`config.mk`:
```
export PLATFORM = sky130hd
export DESIGN_NAME = frog_zone_fsm
export DESIGN_NICKNAME = d
export VERILOG_FILES = /design/src/rtl/frog_zone_pkg.sv /design/src/rtl/frog_hold_timer.sv /design/src/rtl/frog_zone_next.sv /design/src/rtl/frog_zone_fsm.sv
export SDC_FILE = /design/constraint.sdc
export NUM_CORES = 1
export LEC_CHECK = 0
export ABC_AREA = 1
export BUFFER_PORTS_ARGS = -buffer_cell sky130_fd_sc_hd__buf_2
export CORE_MARGIN = 3
export CORE_UTILIZATION = 50
export DETAILED_ROUTE_END_ITERATION = 10
export PLACE_DENSITY = 0.76
export SLEW_MARGIN = 15
export SYNTH_ARGS = -nofsm -noshare
export SYNTH_HDL_FRONTEND = slang
export SYNTH_SLANG_ARGS = --single-unit
```
`constraint.sdc`:
```
create_clock -name clk -period 4.4 [get_ports clk]
set_input_delay 0.22 -clock clk [delete_from_list [all_inputs] [get_ports clk]]
set_output_delay 0.22 -clock clk [all_outputs]
set_load 0.005 [all_outputs]
```
`src/rtl/frog_zone_pkg.sv`:
```
// Shared types for the sprite zone tracker.
package frog_zone_pkg;
    typedef enum logic [2:0] {
        ZN_GRASS = 3'd0,
        ZN_ROAD  = 3'd1,
        ZN_RIVER = 3'd2,
        ZN_DEAD  = 3'd3,
        ZN_WIN   = 3'd4
    } zone_e;

    typedef struct packed {
        logic bg_green;
        logic bg_black;
        logic bg_blue;
        logic ob_nonblack;
        logic ob_allblack;
        logic ob_brown;
        logic ob_green;
        logic at_goal;
    } pix_class_t;
endpackage

```
`src/rtl/frog_hold_timer.sv`:
```
// Hold timer: counts clock cycles while run is high and saturates at LIMIT.
// A clear restarts the count at zero. Assumes LIMIT >= 1.
module frog_hold_timer #(
    parameter int unsigned LIMIT = 75_000_000
) (
    input  logic clk,
    input  logic rst_n,
    input  logic clear,
    input  logic run,
    output logic done
);
    localparam int CW = $clog2(LIMIT + 1);
    localparam logic [CW-1:0] LIM = CW'(LIMIT);

    logic [CW-1:0] cnt_q;

    // Counter register: clear wins, otherwise count up to the limit.
    always_ff @(posedge clk) begin
        if (!rst_n)                   cnt_q <= '0;
        else if (clear)               cnt_q <= '0;
        else if (run && cnt_q != LIM) cnt_q <= cnt_q + 1'b1;
    end

    assign done = (cnt_q == LIM);
endmodule

```
`src/rtl/frog_zone_next.sv`:
```
// Next-state rules for the zone tracker. Purely combinational.
// Assumes the colour flags describe the pixels under the sprite this frame.
module frog_zone_next
    import frog_zone_pkg::*;
(
    input  zone_e      cur,
    input  pix_class_t pc,
    input  logic       hold_done,
    output zone_e      nxt
);
    // Decide the following zone; the goal check outranks every hazard.
    always_comb begin
        nxt = cur;
        unique case (cur)
            ZN_GRASS: begin
                if (pc.ob_green && pc.at_goal) nxt = ZN_WIN;
                else if (pc.bg_black)          nxt = ZN_ROAD;
                else if (pc.bg_blue)           nxt = ZN_RIVER;
            end
            ZN_ROAD: begin
                if (pc.ob_green && pc.at_goal) nxt = ZN_WIN;
                else if (pc.ob_nonblack)       nxt = ZN_DEAD;
                else if (pc.bg_green)          nxt = ZN_GRASS;
            end
            ZN_RIVER: begin
                if (pc.ob_green && pc.at_goal) nxt = ZN_WIN;
                else if (pc.ob_brown)          nxt = ZN_RIVER;
                else if (pc.bg_green)          nxt = ZN_GRASS;
                else if (pc.ob_allblack)       nxt = ZN_DEAD;
            end
            ZN_DEAD, ZN_WIN: begin
                if (hold_done)                 nxt = ZN_GRASS;
            end
            default:                           nxt = ZN_GRASS;
        endcase
    end
endmodule

```
`src/rtl/frog_zone_fsm.sv`:
```
// Sprite zone tracker top. State moves only on frame_tick; dead and win
// hold for CLK_HZ*HOLD_SEC cycles, then pulse respawn on the next strobe.
// Outputs are Mealy: they combine the state with the present inputs.
module frog_zone_fsm
    import frog_zone_pkg::*;
#(
    parameter int unsigned CLK_HZ   = 25_000_000,
    parameter int unsigned HOLD_SEC = 3,
    parameter int unsigned ROW_W    = 4
) (
    input  logic             clk,
    input  logic             rst_n,
    input  logic             frame_tick,
    input  logic             bg_all_green,
    input  logic             bg_all_black,
    input  logic             bg_all_blue,
    input  logic             obj_any_nonblack,
    input  logic             obj_all_black,
    input  logic             obj_any_brown,
    input  logic             obj_any_green,
    input  logic [ROW_W-1:0] row_idx,
    output logic             dead_o,
    output logic             respawn_o,
    output logic             win_o,
    output logic             on_log_o
);
    localparam int unsigned HOLD_CYC = CLK_HZ * HOLD_SEC;

    zone_e      state_q, state_d;
    pix_class_t pc;
    logic       hold_done, holding, leave;

    assign pc = '{bg_green: bg_all_green, bg_black: bg_all_black,
                  bg_blue: bg_all_blue, ob_nonblack: obj_any_nonblack,
                  ob_allblack: obj_all_black, ob_brown: obj_any_brown,
                  ob_green: obj_any_green, at_goal: (row_idx == '0)};

    frog_zone_next u_next (
        .cur(state_q), .pc(pc), .hold_done(hold_done), .nxt(state_d)
    );

    assign holding = (state_q == ZN_DEAD) || (state_q == ZN_WIN);
    assign leave   = frame_tick && (state_d != state_q);

    frog_hold_timer #(.LIMIT(HOLD_CYC)) u_timer (
        .clk(clk), .rst_n(rst_n), .clear(leave), .run(holding), .done(hold_done)
    );

    // State register: advance once per frame strobe.
    always_ff @(posedge clk) begin
        if (!rst_n)          state_q <= ZN_GRASS;
        else if (frame_tick) state_q <= state_d;
    end

    // Mealy outputs from state, timer and live inputs.
    always_comb begin
        dead_o    = (state_q == ZN_DEAD) && !hold_done;
        respawn_o = holding && hold_done && frame_tick;
        win_o     = (state_q == ZN_WIN) && hold_done && frame_tick;
        on_log_o  = (state_q == ZN_RIVER) && obj_any_brown;
    end
endmodule

```
==> results of run 1 <==
cell type report:
type                            count  share of cell area (%)
Multi-Input combinational cell    263                    57.7
Sequential cell                    30                    23.2
Inverter                           70                    10.2
Timing Repair Buffer               17                    3.29
Clock buffer                        5                    2.66
Tap cell                           52                    2.52
Clock inverter                      2                   0.387
path summary, 6_finish.rpt:
| check | cells after the start | startpoint | end | slack [ns] |
|---|---|---|---|---|
| worst min-delay path | 3 | rst_n | state_q[2] | 0.22 |
| worst max register to register | 13 | u_timer.cnt_q[0] | u_timer.cnt_q[18] | 2.16 |
| worst max-delay path | 13 | u_timer.cnt_q[0] | u_timer.cnt_q[18] | 2.16 |
| worst min register to register | 2 | state_q[1] | state_q[1] | 0.51 |
stage by stage:
step | hold slack [ns] | util (%) | area (um2) | cells | power (mW)
after detailed placement | 0.492 | 55.7 | 2510 | 432 | 0.358
after CTS | 0.207 | 57.4 | 2590 | 439 | 0.569
after global routing | 0.212 | 57.4 | 2590 | 439 | 0.590
after floorplan | 0.352 | - | 2420 | 368 | 0.349
final | 0.222 | 57.4 | 2590 | 439 | 0.564
after global placement | 0.483 | 55.7 | 2510 | 432 | 0.357
kinds of logic (layout without fill, tap and decap cells):
family | count (synthesis) | in the layout | share of synthesized area (%)
compound gates | 24 | 24 | 5.54
xor+xnor | 24 | 24 | 8.69
fa+ha+maj | 2 | 2 | 1.03
buf+inv | 75 | 94 | 13.5
flops | 30 | 30 | 24.8
simple gates | 213 | 213 | 46.5
cell usage after synthesis, types with 3 or more instances:
cell / count
sky130_fd_sc_hd__a21oi_1: 6
sky130_fd_sc_hd__dfxtp_1: 30
sky130_fd_sc_hd__inv_1: 62
sky130_fd_sc_hd__inv_2: 5
sky130_fd_sc_hd__nand2_1: 74
sky130_fd_sc_hd__nand2_2: 8
sky130_fd_sc_hd__nand2_4: 3
sky130_fd_sc_hd__nand3_1: 28
sky130_fd_sc_hd__nand4_1: 7
sky130_fd_sc_hd__nor2_1: 43
sky130_fd_sc_hd__nor2_2: 5
sky130_fd_sc_hd__nor2_4: 20
sky130_fd_sc_hd__nor3_1: 18
sky130_fd_sc_hd__o21ai_0: 14
sky130_fd_sc_hd__xnor2_1: 7
sky130_fd_sc_hd__xor2_1: 17
cells in the final DEF, fill, tap and decap left out, drive strengths merged:
cell type  netlist  final
a21o             2      2
a21oi            6      6
buf              5     17
clkbuf           0      5
clkinv           3      5
dfxtp           30     30
ha               2      2
inv             67     67
nand2           85     85
nand3           30     30
nand3b           1      1
nand4            7      7
nor2            68     68
nor3            21     21
nor4             1      1
o211ai           1      1
o21ai           14     14
o21bai           1      1
xnor2            7      7
xor2            17     17
power breakdown:
| group | leakage (nW) | total, mW | internal [mW] | switching [mW] |
|---|---|---|---|---|
| clock | 0.0438 | 0.212 | 0.106 | 0.106 |
| combinational | 0.645 | 0.0753 | 0.0212 | 0.0540 |
| sequential | 0.242 | 0.276 | 0.274 | 0.00270 |
| total | 0.931 | 0.564 | 0.401 | 0.163 |
flip-flops by register name, indices dropped and copies added (netlist names):
name and flops:
u_timer.cnt_q 27, state_q 3
routing by layer:
| layer | wire length (um) | track usage, % | up-vias |
|---|---|---|---|
| li1 | - | - | 1169 |
| met2 | 2390 | 31.3 | 46 |
| met5 | 0 | 0 | - |
| met3 | 257 | 4.09 | 8 |
| met1 | 2460 | 26.6 | 997 |
| met4 | 82 | 8.16 | 0 |
worst max-delay path, cell delays in order, from the launching register on:
cell	delay [ns]
sky130_fd_sc_hd__dfxtp_1	0.34
sky130_fd_sc_hd__inv_1	0.15
sky130_fd_sc_hd__ha_1	0.18
sky130_fd_sc_hd__nand3_1	0.13
sky130_fd_sc_hd__nor2_2	0.14
sky130_fd_sc_hd__nand3_2	0.14
sky130_fd_sc_hd__nand2_4	0.12
sky130_fd_sc_hd__nand2_1	0.07
sky130_fd_sc_hd__nand2_1	0.06
sky130_fd_sc_hd__nand2_1	0.06
sky130_fd_sc_hd__nand3_2	0.06
sky130_fd_sc_hd__nand2_2	0.06
sky130_fd_sc_hd__nand2_4	0.49
sky130_fd_sc_hd__nor2_1	0.07
==> flow_summary.json, run 1 <==
{
  "status": "finished clean",
  "drtIter0Drc": 141,
  "die_width_um": 75.6,
  "ys_ff_latch": 30,
  "gpl.final_weighted_congestion": 0.910,
  "p_per_area_nw_per_um2": 218,
  "area_delta_synth_final_pct": 6.93,
  "rsz0062_at_grt": "false",
  "detail_route.vias_per_cell": 5.06,
  "irDropWorstVdd_mv": 0.166,
  "fin_worst_skew_ns": 0.00738,
  "total_wirelength_of_the_detailed_routed_design_mm": 5.18,
  "max_clock_freq_mhz": 446,
  "grtUsageTotal_pct": 19.9,
  "layout_min_cycle_time_ns": 2.24,
  "placement_rows": 24,
  "globalRoute.totalOverflow": 0,
  "synth_top_area_share_pct": 24.8,
  "post_synth_main_area_contributors": "sky130_fd_sc_hd__dfxtp_1 25%, sky130_fd_sc_hd__nand2_1 11%, sky130_fd_sc_hd__inv_1 9.6%, sky130_fd_sc_hd__nor2_4 9.3%, sky130_fd_sc_hd__nor2_1 6.7%",
  "pre_cts_slack_ns": 2.18,
  "regArea_um2": 601,
  "hold_viol": 0,
  "synth_area_per_cell_um2": 6.57,
  "synth-edff-count": 0,
  "route.detailed.drc": 0,
  "final-max-slew-violation-count": 0,
  "antenna_violating_nets_post_route": 0,
  "ys_seq_area_share_pct": 24.8,
  "post_synthesis_net_count": 384,
  "grt_antenna_before_repair": 0,
  "timing.hold.worst.class": "input port to flip-flop",
  "slew_at_the_pin_closest_to_its_max_slew_limit_ns": 0.684,
  "insertion_delay_ns": 0.29,
  "firstDrtPassIters": 4,
  "cts_inserted_buffers": 5,
  "clk_transition_reported_paths_ns": 0.07,
  "post_cts_resize_count": 0,
  "routed-via-count": 2220,
  "static-leakage-power_nw": 0.931,
  "design.portCount": 18,
  "drv.max_cap_violation_count": 0,
  "filler_cell_count": 453,
  "postSynth.asyncResetShare_pct": 0,
  "clock_sink_count": 30,
  "crit_type": "flip-flop to flip-flop",
  "cts_tree": "done",
  "yosys.cell_types.count": 30,
  "post-synth-top-area-cell": "sky130_fd_sc_hd__dfxtp_1",
  "critical_path_arrival_ns": 2.40,
  "post_route_cells_drive_above_1_share_pct": 18.6,
  "setup_ws_ns": 2.16,
  "setup.worst_path.start_class": "flip-flop",
  "fin_tns_setup_ns": 0,
  "setup.worst_path.end_class": "flip-flop",
  "place.port_buffers": 17,
  "coreArea_um2": 4500,
  "setup_viol_count_final": 0,
  "cts_hold_repair.buffers": 0,
  "dieHeight_um": 75.6,
  "detail_route.wl_per_cell_um": 11.8,
  "htree_levels": 2,
  "floorplan.die_area_um2": 5710,
  "synthCells": 368,
  "multiInputGateArea_um2": 1490,
  "nets": 403,
  "relSlewSlack_pct": 54.4,
  "initial_utilization_pct": 53.7,
  "worstPathRequired_ns": 4.55,
  "post-dp-hpwl_mm": 3.96,
  "max-clock-path-buffers": 2,
  "cts_root_buf": "sky130_fd_sc_hd__clkbuf_8",
  "antenna_cells": 0,
  "grt_pass1_wl_mm": 8.71,
  "critical_path_peak_fanout": 27,
  "fin_crit_sh_pct": 51.0,
  "netlist_area_um2": 2420,
  "synth_flop_cell": "sky130_fd_sc_hd__dfxtp_1",
  "yosys_warnings": 0,
  "grt_start_max_net_pins": 38,
  "postCtsSetupRepairBufs": 0,
  "grt_pass1_vias": 1961
}
No activity file was read; power rests on OpenSTA's default activity.
==> inputs of run 2 (changes only) <==
--- a/config.mk
+++ b/config.mk
@@ -5,12 +5,12 @@
 export SDC_FILE = /design/constraint.sdc
 export NUM_CORES = 1
 export LEC_CHECK = 0
-export ABC_AREA = 1
+export ABC_AREA = 0
 export BUFFER_PORTS_ARGS = -buffer_cell sky130_fd_sc_hd__buf_2
 export CORE_MARGIN = 3
 export CORE_UTILIZATION = 50
 export DETAILED_ROUTE_END_ITERATION = 10
-export PLACE_DENSITY = 0.76
+export PLACE_DENSITY = 0.78
 export SLEW_MARGIN = 15
 export SYNTH_ARGS = -nofsm -noshare
 export SYNTH_HDL_FRONTEND = slang
==> constraint.sdc (replaced) <==
create_clock -name clk -period 2.1 [get_ports clk]
set_input_delay 0.105 -clock clk [delete_from_list [all_inputs] [get_ports clk]]
set_output_delay 0.105 -clock clk [all_outputs]
set_load 0.005 [all_outputs]
==> run 2 against run 1 <==
  * The flow now finishes with violations (negative setup slack)
  * Die area down 29%
  * Worst setup slack got worse by 2.2 ns
  * First-iteration DRC count decreased by 20%
  * Sequential share of layout area up 4.9 points
  * Synthesized cell count shrank 45%
  * Global-route usage increased by 0.87 points
  * Final cell count is 34% lower
  * Non-clock buffer count rose by 27
  * Cell area shrank 17%
  * Clock skew rose by 0.0012 ns
  * Power up 94%
  * Core utilization up 11 points
  * Critical path type is now flip-flop to primary output
==> flow_summary.json, run 2 <==
{
  "layout.cells.most_common_list": "41 x sky130_fd_sc_hd__nor2_1, 28 x sky130_fd_sc_hd__dfxtp_1, 26 x sky130_fd_sc_hd__buf_4",
  "synthCells": 201,
  "synth_top_area_share_pct": 36.0,
  "setup_ws_ns": -0.0462,
  "detail_route.wl_per_cell_um": 13.2,
  "grt_antenna_before_repair": 0,
  "nets": 262,
  "post-dp-hpwl_mm": 2.82,
  "layout_min_cycle_time_ns": 2.15,
  "synth_flop_cell": "sky130_fd_sc_hd__dfxtp_1",
  "regMostFlops": "u_timer.cnt_q",
  "clk_transition_reported_paths_ns": 0.10,
  "final_core_util_pct": 68.4,
  "timing.hold.worst.class": "input port to flip-flop",
  "insertion_delay_ns": 0.34,
  "final-instance-count-excl-fill": 291,
  "gpl.final_weighted_congestion": 0.907,
  "synthMostInstantiatedCell": "sky130_fd_sc_hd__nor2_1",
  "commonest_non_fill_non_tap_cell_in_the_layout": "sky130_fd_sc_hd__nor2_1",
  "hold_viol": 0,
  "clock_sink_count": 30,
  "max_ffs_per_register": 27,
  "floorplan.die_area_um2": 4070,
  "drv.max_cap_violation_count": 0,
  "antenna_cells": 0,
  "slew_at_the_pin_closest_to_its_max_slew_limit_ns": 0.346,
  "globalRoute.totalOverflow": 0,
  "coreArea_um2": 3130,
  "route.detailed.drc": 0,
  "critical_path.max_stage_delay_ns": 0.33,
  "design.portCount": 18,
  "ys_ff_latch": 30,
  "post_synth_main_area_contributors": "sky130_fd_sc_hd__dfxtp_1 36%, sky130_fd_sc_hd__nor2_1 9.2%, sky130_fd_sc_hd__xnor2_1 8.9%, sky130_fd_sc_hd__xor2_1 5.2%, sky130_fd_sc_hd__nand4_1 3.4%",
  "worstPathRequired_ns": 2.00,
  "cts_tree": "done",
  "post_dp_cell_area_um2": 1990,
  "cts_root_buf": "sky130_fd_sc_hd__clkbuf_4",
  "die_width_um": 63.8,
  "detail_route.vias_per_cell": 5.32,
  "post_route_cells_drive_above_1_share_pct": 30.8,
  "antenna_violating_nets_post_route": 0,
  "cts_hold_repair.buffers": 0,
  "path_buf_inv": 3,
  "yosys_warnings": 0,
  "ys_top_cells_by_count": "41 x sky130_fd_sc_hd__nor2_1, 30 x sky130_fd_sc_hd__dfxtp_1, 17 x sky130_fd_sc_hd__xnor2_1",
  "synth-edff-count": 0,
  "power.total_mw": 1.10,
  "placement_rows": 20,
  "initial_utilization_pct": 53.4,
  "grt_pass1_wl_mm": 6.64,
  "synth_area_per_cell_um2": 8.30,
  "postSynth.asyncResetShare_pct": 0,
  "rsz0062_at_grt": "true",
  "slowest_cell_on_the_critical_path": "sky130_fd_sc_hd__dfxtp_2",
  "place.port_buffers": 17,
  "ys_seq_area_share_pct": 36.0,
  "post_synthesis_net_count": 217,
  "setup.worst_path.end_class": "primary output",
  "dieHeight_um": 63.8,
  "fin_worst_skew_ns": 0.00860,
  "p_per_area_nw_per_um2": 512,
  "grt_pass1_vias": 1523,
  "status": "finished, violations left",
  "relSlewSlack_pct": 76.7,
  "setup.worst_path.start_class": "flip-flop",
  "drtIter0Drc": 113,
  "firstDrtPassIters": 4,
  "total_wirelength_of_the_detailed_routed_design_mm": 3.83,
  "worstPathCellList": "inv_2 > ha_4 > nor4bb_1 > nand4_1 > buf_4 > nor4_2 > nand2_1 > a21oi_2 > buf_2",
  "grt_start_max_net_pins": 28,
  "fin_tns_setup_ns": -0.0931,
  "pre_cts_slack_ns": 0.0243,
  "worst_hold_slack_ns": 0.0583,
  "htree_levels": 2,
  "max-clock-path-buffers": 2,
  "max_clock_freq_mhz": 466,
  "final-max-slew-violation-count": 0,
  "finish.instance_area_um2": 2140,
  "grtUsageTotal_pct": 20.8,
  "biggestRegsByFlops": "u_timer.cnt_q x27, state_q x3",
  "static-leakage-power_nw": 0.770,
  "area_delta_synth_final_pct": 28.3,
  "placed_cells": 280,
  "critical_path_peak_fanout": 2,
  "fin_crit_sh_pct": 102,
  "setup_viol_count_final": 4,
  "irDropWorstVdd_mv": 0.375,
  "rrSetupSlack_ns": -0.01,
  "critical_path_arrival_ns": 2.04,
  "routed-via-count": 1548,
  "post-synth-top-area-cell": "sky130_fd_sc_hd__dfxtp_1",
  "crit_type": "flip-flop to primary output",
  "cts_inserted_buffers": 5,
  "yosys.cell_types.count": 40,
  "worst_path_dominant_cell_family": "simple AND/OR/NAND/NOR gates",
  "violations": "negative setup slack",
  "netlist_area_um2": 1670
}
[run 2: cell types whose count changed after synthesis, sizes merged, moves of 4 or more]
cell and delta:
nand3 -20, inv -57, xor2 -7, o21ai -9, xnor2 +10, nor4 +4, nor2 -25, nor3 -19
nand2 -74
[run 2: worst paths after layout]
kind	depth (start not counted)	to	from
min reg2reg	2	u_timer.cnt_q[26]	u_timer.cnt_q[26]
max	9	respawn_o	u_timer.cnt_q[0]
min	3	state_q[0]	rst_n
max reg2reg	11	u_timer.cnt_q[0]	u_timer.cnt_q[0]
[run 2: cell type report]
type                    instances  area [um2]
fillers                       271         987
repair buffers                 44         300
clock inverters                 1        5.00
inverters                      10        37.5
clock buffers                   7        55.1
flip-flops and latches         30         603
well taps                      44        55.1
multi-input cells             155        1080
[run 2: timing repair]
action | 4_1_cts | 5_1_grt
hold endpoints to repair | 0 | 0
endpoints found under the setup margin | 2 | 30
resized for setup | 8 | 9
setup buffers | 2 | 1
gates cloned | 0 | 0
pin swaps | 4 | 2
[run 2: tightest hold or removal path: cells and delay by family]
| kind | cells | cell delay (ns) |
|---|---|---|
| buf+inv | 1 | 0.13 |
| compound gates | 2 | 0.12 |
[run 2: cell families (layout without fill, tap and decap cells)]
kind of cell    Yosys count  in the layout  share of synthesized area [%]
compound gates           21             21                           9.45
xor+xnor                 27             27                           14.2
fa+ha+maj                 2              2                           1.50
buf+inv                  16             62                           4.27
flops                    30             30                           36.0
mux                       3              3                           1.80
simple gates            102            102                           32.8
[run 2: layer usage]
metal,wire (um),global-route usage [%],up-vias
met4,60,7.28,0
met2,1790,33.6,35
met3,187,6.50,8
met1,1790,26.0,720
li1,-,-,785
met5,0,0,-
[run 2: report_power, final]
part	total, mW	switching [mW]	leakage, nW	internal (mW)
logic	0.155	0.0822	0.491	0.0728
clock network	0.362	0.200	0.0353	0.162
registers	0.579	0.00432	0.243	0.575
total	1.10	0.286	0.770	0.810
